--- config.mk ---
export PLATFORM = sky130hd
export DESIGN_NAME = adc_step_sequencer
export DESIGN_NICKNAME = d
export VERILOG_FILES = /design/src/rtl/adc_seq_pkg.sv /design/src/rtl/adc_step_bank.sv /design/src/rtl/adc_step_pick.sv /design/src/rtl/adc_step_sequencer.sv
export SDC_FILE = /design/constraint.sdc
export NUM_CORES = 1
export LEC_CHECK = 0
export BUFFER_PORTS_ARGS = -buffer_cell sky130_fd_sc_hd__buf_2
export CORE_ASPECT_RATIO = 2
export CORE_MARGIN = 4
export CORE_UTILIZATION = 40
export DETAILED_ROUTE_END_ITERATION = 8
export PLACE_DENSITY = 0.56
export SLEW_MARGIN = 20
export SYNTH_ARGS = -nofsm -noshare
export SYNTH_HDL_FRONTEND = slang
export SYNTH_SLANG_ARGS = --single-unit
--- constraint.sdc ---
create_clock -name clk -period 4.2 [get_ports clk]
set_clock_uncertainty 0.1 [all_clocks]
set_input_delay 0.42 -clock clk [delete_from_list [all_inputs] [get_ports clk]]
set_output_delay 0.42 -clock clk [all_outputs]
set_load 0.05 [all_outputs]
--- src/rtl/adc_seq_pkg.sv ---
package adc_seq_pkg;
    localparam int LINE_W = 3;
    localparam int DLY_W  = 8;

    typedef enum logic [1:0] {
        ST_IDLE  = 2'd0,
        ST_DELAY = 2'd1,
        ST_CONV  = 2'd2
    } seq_state_e;

    typedef struct packed {
        logic [LINE_W-1:0] line;
        logic              avg;
        logic              fifo;
        logic              cont;
        logic [DLY_W-1:0]  dly;
    } step_cfg_t;
endpackage

--- src/rtl/adc_step_bank.sv ---
module adc_step_bank
    import adc_seq_pkg::*;
#(
    parameter int NUM_STEPS = 16,
    localparam int IDX_W = $clog2(NUM_STEPS)
) (
    input  logic             clk,
    input  logic             rst_n,
    input  logic             wr_en,
    input  logic [IDX_W-1:0] wr_idx,
    input  step_cfg_t        wr_cfg,
    input  logic [IDX_W-1:0] rd_idx,
    output step_cfg_t        rd_cfg
);
    step_cfg_t bank_q [NUM_STEPS];
    step_cfg_t bank_d [NUM_STEPS];

    for (genvar g = 0; g < NUM_STEPS; g++) begin : g_step
        always_comb begin
            bank_d[g] = bank_q[g];
            if (wr_en && (wr_idx == IDX_W'(g))) begin
                bank_d[g] = wr_cfg;
            end
        end

        always_ff @(posedge clk or negedge rst_n) begin
            if (!rst_n) begin
                bank_q[g] <= '0;
            end else begin
                bank_q[g] <= bank_d[g];
            end
        end
    end

    assign rd_cfg = bank_q[rd_idx];
endmodule

--- src/rtl/adc_step_pick.sv ---
module adc_step_pick #(
    parameter int NUM_STEPS = 16,
    localparam int IDX_W = $clog2(NUM_STEPS)
) (
    input  logic [NUM_STEPS-1:0] mask,
    input  logic [IDX_W:0]       floor_idx,
    output logic                 found,
    output logic [IDX_W-1:0]     idx
);
    // lowest set bit at or above floor_idx
    always_comb begin
        found = 1'b0;
        idx   = '0;
        for (int i = NUM_STEPS - 1; i >= 0; i--) begin
            if (mask[i] && ((IDX_W+1)'(i) >= floor_idx)) begin
                found = 1'b1;
                idx   = IDX_W'(i);
            end
        end
    end
endmodule

--- src/rtl/adc_step_sequencer.sv ---
module adc_step_sequencer
    import adc_seq_pkg::*;
#(
    parameter int NUM_STEPS = 16,
    parameter int SAMPLE_W  = 12,
    parameter int AVG_LOG2  = 4,
    parameter int RES_W     = 32,
    parameter int ID_POS    = 16,
    localparam int IDX_W    = $clog2(NUM_STEPS),
    localparam int ACC_W    = SAMPLE_W + AVG_LOG2
) (
    input  logic                clk,
    input  logic                rst_n,
    input  logic                seq_en,
    input  logic                cfg_we,
    input  logic [IDX_W-1:0]    cfg_idx,
    input  logic [LINE_W-1:0]   cfg_line,
    input  logic                cfg_avg,
    input  logic                cfg_fifo,
    input  logic                cfg_cont,
    input  logic [DLY_W-1:0]    cfg_dly,
    input  logic                mask_we,
    input  logic [NUM_STEPS:0]  mask_wdata,
    output logic [NUM_STEPS:0]  step_en,
    output logic                busy,
    output logic                conv_start,
    output logic [LINE_W-1:0]   conv_line,
    input  logic                conv_done,
    input  logic [SAMPLE_W-1:0] conv_sample,
    output logic                res_valid,
    output logic                res_fifo,
    output logic [RES_W-1:0]    res_word
);
    typedef struct packed {
        seq_state_e          st;
        logic [IDX_W-1:0]    cur;
        logic [DLY_W-1:0]    wait_cnt;
        logic [AVG_LOG2-1:0] nsamp;
        logic [ACC_W-1:0]    acc;
        logic [NUM_STEPS:0]  en;
        logic                start;
        logic                rvalid;
        logic                rfifo;
        logic [RES_W-1:0]    rword;
        logic                busy;
    } seq_regs_t;

    seq_regs_t q, d;

    step_cfg_t wr_cfg, cur_cfg;
    logic [NUM_STEPS:0]   en_host;
    logic [NUM_STEPS-1:0] run_mask, keep_mask;
    logic [IDX_W:0]       floor_next;
    logic                 first_found, next_found, wrap_found;
    logic [IDX_W-1:0]     first_idx, next_idx, wrap_idx;
    logic [ACC_W-1:0]     sum;
    logic [SAMPLE_W-1:0]  result_val;

    always_comb begin
        wr_cfg.line = cfg_line;
        wr_cfg.avg  = cfg_avg;
        wr_cfg.fifo = cfg_fifo;
        wr_cfg.cont = cfg_cont;
        wr_cfg.dly  = cfg_dly;
    end

    adc_step_bank #(.NUM_STEPS(NUM_STEPS)) i_bank (
        .clk    (clk),
        .rst_n  (rst_n),
        .wr_en  (cfg_we),
        .wr_idx (cfg_idx),
        .wr_cfg (wr_cfg),
        .rd_idx (q.cur),
        .rd_cfg (cur_cfg)
    );

    // host write first, reserved bit forced low
    always_comb begin
        en_host    = mask_we ? mask_wdata : q.en;
        en_host[0] = 1'b0;
        run_mask   = en_host[NUM_STEPS:1];
        keep_mask  = run_mask;
        if (!cur_cfg.cont) begin
            keep_mask[q.cur] = 1'b0;
        end
        floor_next = (IDX_W+1)'(q.cur) + 1'b1;
        sum        = q.acc + ACC_W'(conv_sample);
        result_val = cur_cfg.avg ? sum[ACC_W-1 -: SAMPLE_W] : sum[SAMPLE_W-1:0];
    end

    adc_step_pick #(.NUM_STEPS(NUM_STEPS)) i_pick_first (
        .mask (run_mask), .floor_idx ('0),
        .found(first_found), .idx(first_idx)
    );
    adc_step_pick #(.NUM_STEPS(NUM_STEPS)) i_pick_next (
        .mask (keep_mask), .floor_idx (floor_next),
        .found(next_found), .idx(next_idx)
    );
    adc_step_pick #(.NUM_STEPS(NUM_STEPS)) i_pick_wrap (
        .mask (keep_mask), .floor_idx ('0),
        .found(wrap_found), .idx(wrap_idx)
    );

    always_comb begin
        d        = q;
        d.en     = en_host;
        d.start  = 1'b0;
        d.rvalid = 1'b0;
        unique case (q.st)
            ST_IDLE: begin
                if (seq_en && first_found) begin
                    d.cur      = first_idx;
                    d.wait_cnt = '0;
                    d.st       = ST_DELAY;
                end
            end
            ST_DELAY: begin
                if (q.wait_cnt == cur_cfg.dly) begin
                    d.start = 1'b1;
                    d.acc   = '0;
                    d.nsamp = '0;
                    d.st    = ST_CONV;
                end else begin
                    d.wait_cnt = q.wait_cnt + 1'b1;
                end
            end
            ST_CONV: begin
                if (conv_done) begin
                    if (cur_cfg.avg && (q.nsamp != '1)) begin
                        d.acc   = sum;
                        d.nsamp = q.nsamp + 1'b1;
                        d.start = 1'b1;
                    end else begin
                        d.rvalid                   = 1'b1;
                        d.rfifo                    = cur_cfg.fifo;
                        d.rword                    = '0;
                        d.rword[SAMPLE_W-1:0]      = result_val;
                        d.rword[ID_POS +: IDX_W]   = q.cur;
                        d.en                       = {keep_mask, 1'b0};
                        d.wait_cnt                 = '0;
                        if (next_found) begin
                            d.cur = next_idx;
                            d.st  = ST_DELAY;
                        end else if (wrap_found) begin
                            d.cur = wrap_idx;
                            d.st  = ST_DELAY;
                        end else begin
                            d.st  = ST_IDLE;
                        end
                    end
                end
            end
            default: d.st = ST_IDLE;
        endcase
        if (!seq_en) begin
            d.st     = ST_IDLE;
            d.start  = 1'b0;
            d.rvalid = 1'b0;
            d.en     = en_host;
        end
        d.busy = (d.st != ST_IDLE);
    end

    always_ff @(posedge clk or negedge rst_n) begin
        if (!rst_n) begin
            q <= '0;
        end else begin
            q <= d;
        end
    end

    assign step_en    = q.en;
    assign busy       = q.busy;
    assign conv_start = q.start;
    assign conv_line  = cur_cfg.line;
    assign res_valid  = q.rvalid;
    assign res_fifo   = q.rfifo;
    assign res_word   = q.rword;
endmodule

==> impl_metrics.yaml <==
yosys:
  synth-edff-count: 0
  yosysWarnings: 0
  syn_area_um2: 15800
  async_reset_ff_frac: 1.00
  ys_types: 78
  yosys.area_share.simple: 0.0752
  ys_seq_area_frac: 0.465
  synthAdderAreaFrac: 0.0202
  synth_area_leaders: "dfrtp_1 (46%), mux2_2 (17%), mux4_2 (8.3%), buf_4 (2.7%), mux2i_1 (2.3%)"
  synthFlopType: "dfrtp_1"
  synth_top_area_share: 0.465
  syn_inst: 1295
  synth_top_family_by_area: "multiplexers"
  synth_area_leader_cell: "dfrtp_1"
  ys_ff_latch: 294
  syn_avg_cell_area_um2: 12.2
  synth_xor_xnor_area_share: 0.0133
  synth-compound-area-share: 0.0921
  synth_mux_area_frac: 0.283
worst_setup_path:
  slowest_delay_ns: 0.72
  crit_path_frequent_cell: "a21oi_1"
  endpoint_kind: "flip-flop"
  r2r_slack_ns: 0.52
  worstReg2RegEnd: "q[82]$_DFFE_PN0P_"
  slowest_stage: "dfrtp_2"
  crit_fanout: 20
  path_class: "reg -> reg"
  crit_arrival_ns: 4.04
  reg2reg_from: "q[81]$_DFFE_PN0P_"
  critPathRequiredTime_ns: 4.57
  startpoint_type: "flip-flop"
  path_cells: "inv_1, ha_1, nor3b_2, buf_4, a21oi_1, o21ai_0, a22oi_1, nor2b_1, or4b_4, nor3_1, a211oi_1, a21oi_1"
  reg2reg_depth: 12
clocking:
  cts_root_buffer: "clkbuf_16"
  clockBufferDepth: 3
  tritoncts: "built"
  clk_pin_slew_ns: 0.06
  htreeDepth: 1
  cts-buffers-inserted: 28
  clk-insertion-delay-late_ns: 0.55
  cts_sinks: 294
floorplan:
  row_count: 102
  die-area_um2: 43000
  ioPinCount: 109
  fp.dieW_um: 149
  die_height_um: 289
  initial_core_util: 0.407
  core_um2: 38900
timing:
  fmax_ghz: 0.272
  hold_violations: 0
  slew_viol_final: 0
  tightest_slew_ns: 0.945
  finalSetupViolCount: 0
  rsz0062_at_grt: "false"
  finalCritPeriodShare: 0.876
  fin_setup_tns_ns: 0
  period_needed_ns: 3.68
  slew_headroom: 0.370
run:
  drv_cap: 0
finish:
  final_nets: 1421
  area_delta_synth_final_pct: 11.3
  final_common_cell: "dfrtp_1"
  n_antenna_cell: 0
  layout-drive-gt1-share: 0.369
  final_cell_mix: "dfrtp_1 (291), mux2_2 (239), buf_2 (89)"
  nFillCells: 3589
pwr:
  vdd_drop_max_v: 0.000283
  powerDensity_nw_per_um2: 591
  p_leak_nw: 7.55
  p_total_w: 0.0104
global_routing:
  grt_max_degree: 114
  antenna_found_initial: 1
  grt_pass1_wl_mm: 64.0
  grt.overflow.total: 0
  grt_pass1_vias: 11100
  grt_use_total: 0.191
route:
  via_per_inst: 5.55
  num_vias: 10400
  drcViolationCount: 0
  drtPass1Iterations: 4
  drt_iter0_markers: 564
  detail-route-antenna-nets: 0
  routed_wl_mm: 40.8
  wl_per_cell_um: 21.7
hold_path:
  holdPathEnd: "q[86]$_DFF_PN0_"
  holdCritStartpoint: "seq_en"
  min_path_cells: 3
  hold_path.class: "in -> reg"
run_status:
  status: "finished, final reports clean"
place:
  routabilityCongestion: 0.915
  place_hpwl_mm: 28.4
  port_buffers: 90
==> layer usage <==
layer,global-route usage,vias to the layer above,part of all wire
li1,-,4789,-
met5,0,-,0
met3,0.0244,81,0.037
met2,0.365,232,0.55
met4,0.0765,0,0.041
met1,0.212,5334,0.37
==> critical path: cells and delay by family (launching register included) <==
kind | cells | cell delay (ns)
and+or+nand+nor | 4 | 1.27
AOI/OAI and AO/OA | 5 | 0.64
buffers and inverters | 2 | 0.32
adders and majority gates | 1 | 0.54
DFF | 1 | 0.72
==> per-stage QoR <==
stage	hold WS, ns	std cells	util	area [µm²]	setup WS, ns
floorplan	0.0244	1311	-	15900	0.0834
global placement	0.360	1832	0.428	16600	0.544
detailed placement	0.368	1832	0.428	16600	0.475
CTS	0.0543	1882	0.453	17600	0.448
global route	0.0790	1882	0.453	17600	0.133
finish	0.0872	1882	0.453	17600	0.521
==> worst max path at each step <==
stage	to	from	cells after the start
after floorplan	q[81]$_DFFE_PN0P_	q[82]$_DFFE_PN0P_	17
after global placement	q[73]$_DFFE_PN0P_	q[81]$_DFFE_PN0P_	11
after detailed placement	q[66]$_DFFE_PN0P_	q[81]$_DFFE_PN0P_	10
after CTS	q[66]$_DFFE_PN0P_	q[81]$_DFFE_PN0P_	10
after global routing	busy$_DFF_PN0_	q[81]$_DFFE_PN0P_	9
final	q[82]$_DFFE_PN0P_	q[81]$_DFFE_PN0P_	12
==> synth_stat cells (8+ instances only) <==
cell,n
nor3_1,16
dfrtp_1,294
nand3_1,15
a31oi_1,20
nor2_1,54
clkbuf_1,54
o31ai_1,10
or3_1,8
ha_1,24
nand2_1,78
mux2i_1,37
o21ai_0,61
nand2b_1,13
inv_1,15
mux2_2,239
a21o_1,13
mux4_2,58
xnor2_1,18
o21a_1,9
buf_2,17
a21oi_1,45
buf_4,56
==> registers in the layout, summed over array words and instances, names as in the netlist <==
signal	flops
res_valid	1
conv_start	1
q	34
res_fifo	1
step_en	16
busy	1
res_word	16
i_bank.bank_q	224
==> cell families after synthesis <==
logic type,count (synthesis)
compound gates,224
xor+xnor,24
fa+ha+maj,25
buf+inv,150
flops,294
mux,338
other cells,1
simple gates,239
==> power breakdown <==
group,internal (W),switching [W],total [W]
Clock,0.00157,0.00111,0.00268
Sequential,0.00345,0.000401,0.00385
Combinational,0.00177,0.00212,0.00389
==> timing repair <==
action / 4_1_cts / 5_1_grt
hold buffers: 1 / 0
buffers inserted: 0 / 0
gates resized for setup: 0 / 0
endpoints found under the hold margin: 110 / 0
==> cell type report <==
| cell class | instances | area [µm²] | area share |
|---|---|---|---|
| Sequential cell | 294 | 7360 | 0.418 |
| Multi-Input combinational cell | 867 | 7740 | 0.439 |
| Inverter | 15 | 56.3 | 0.00320 |
| Clock inverter | 13 | 168 | 0.00952 |
| Tap cell | 520 | 651 | 0.0369 |
| Timing Repair Buffer | 137 | 853 | 0.0484 |
| Clock buffer | 36 | 792 | 0.0450 |
(Power assumes the default switching activity.)
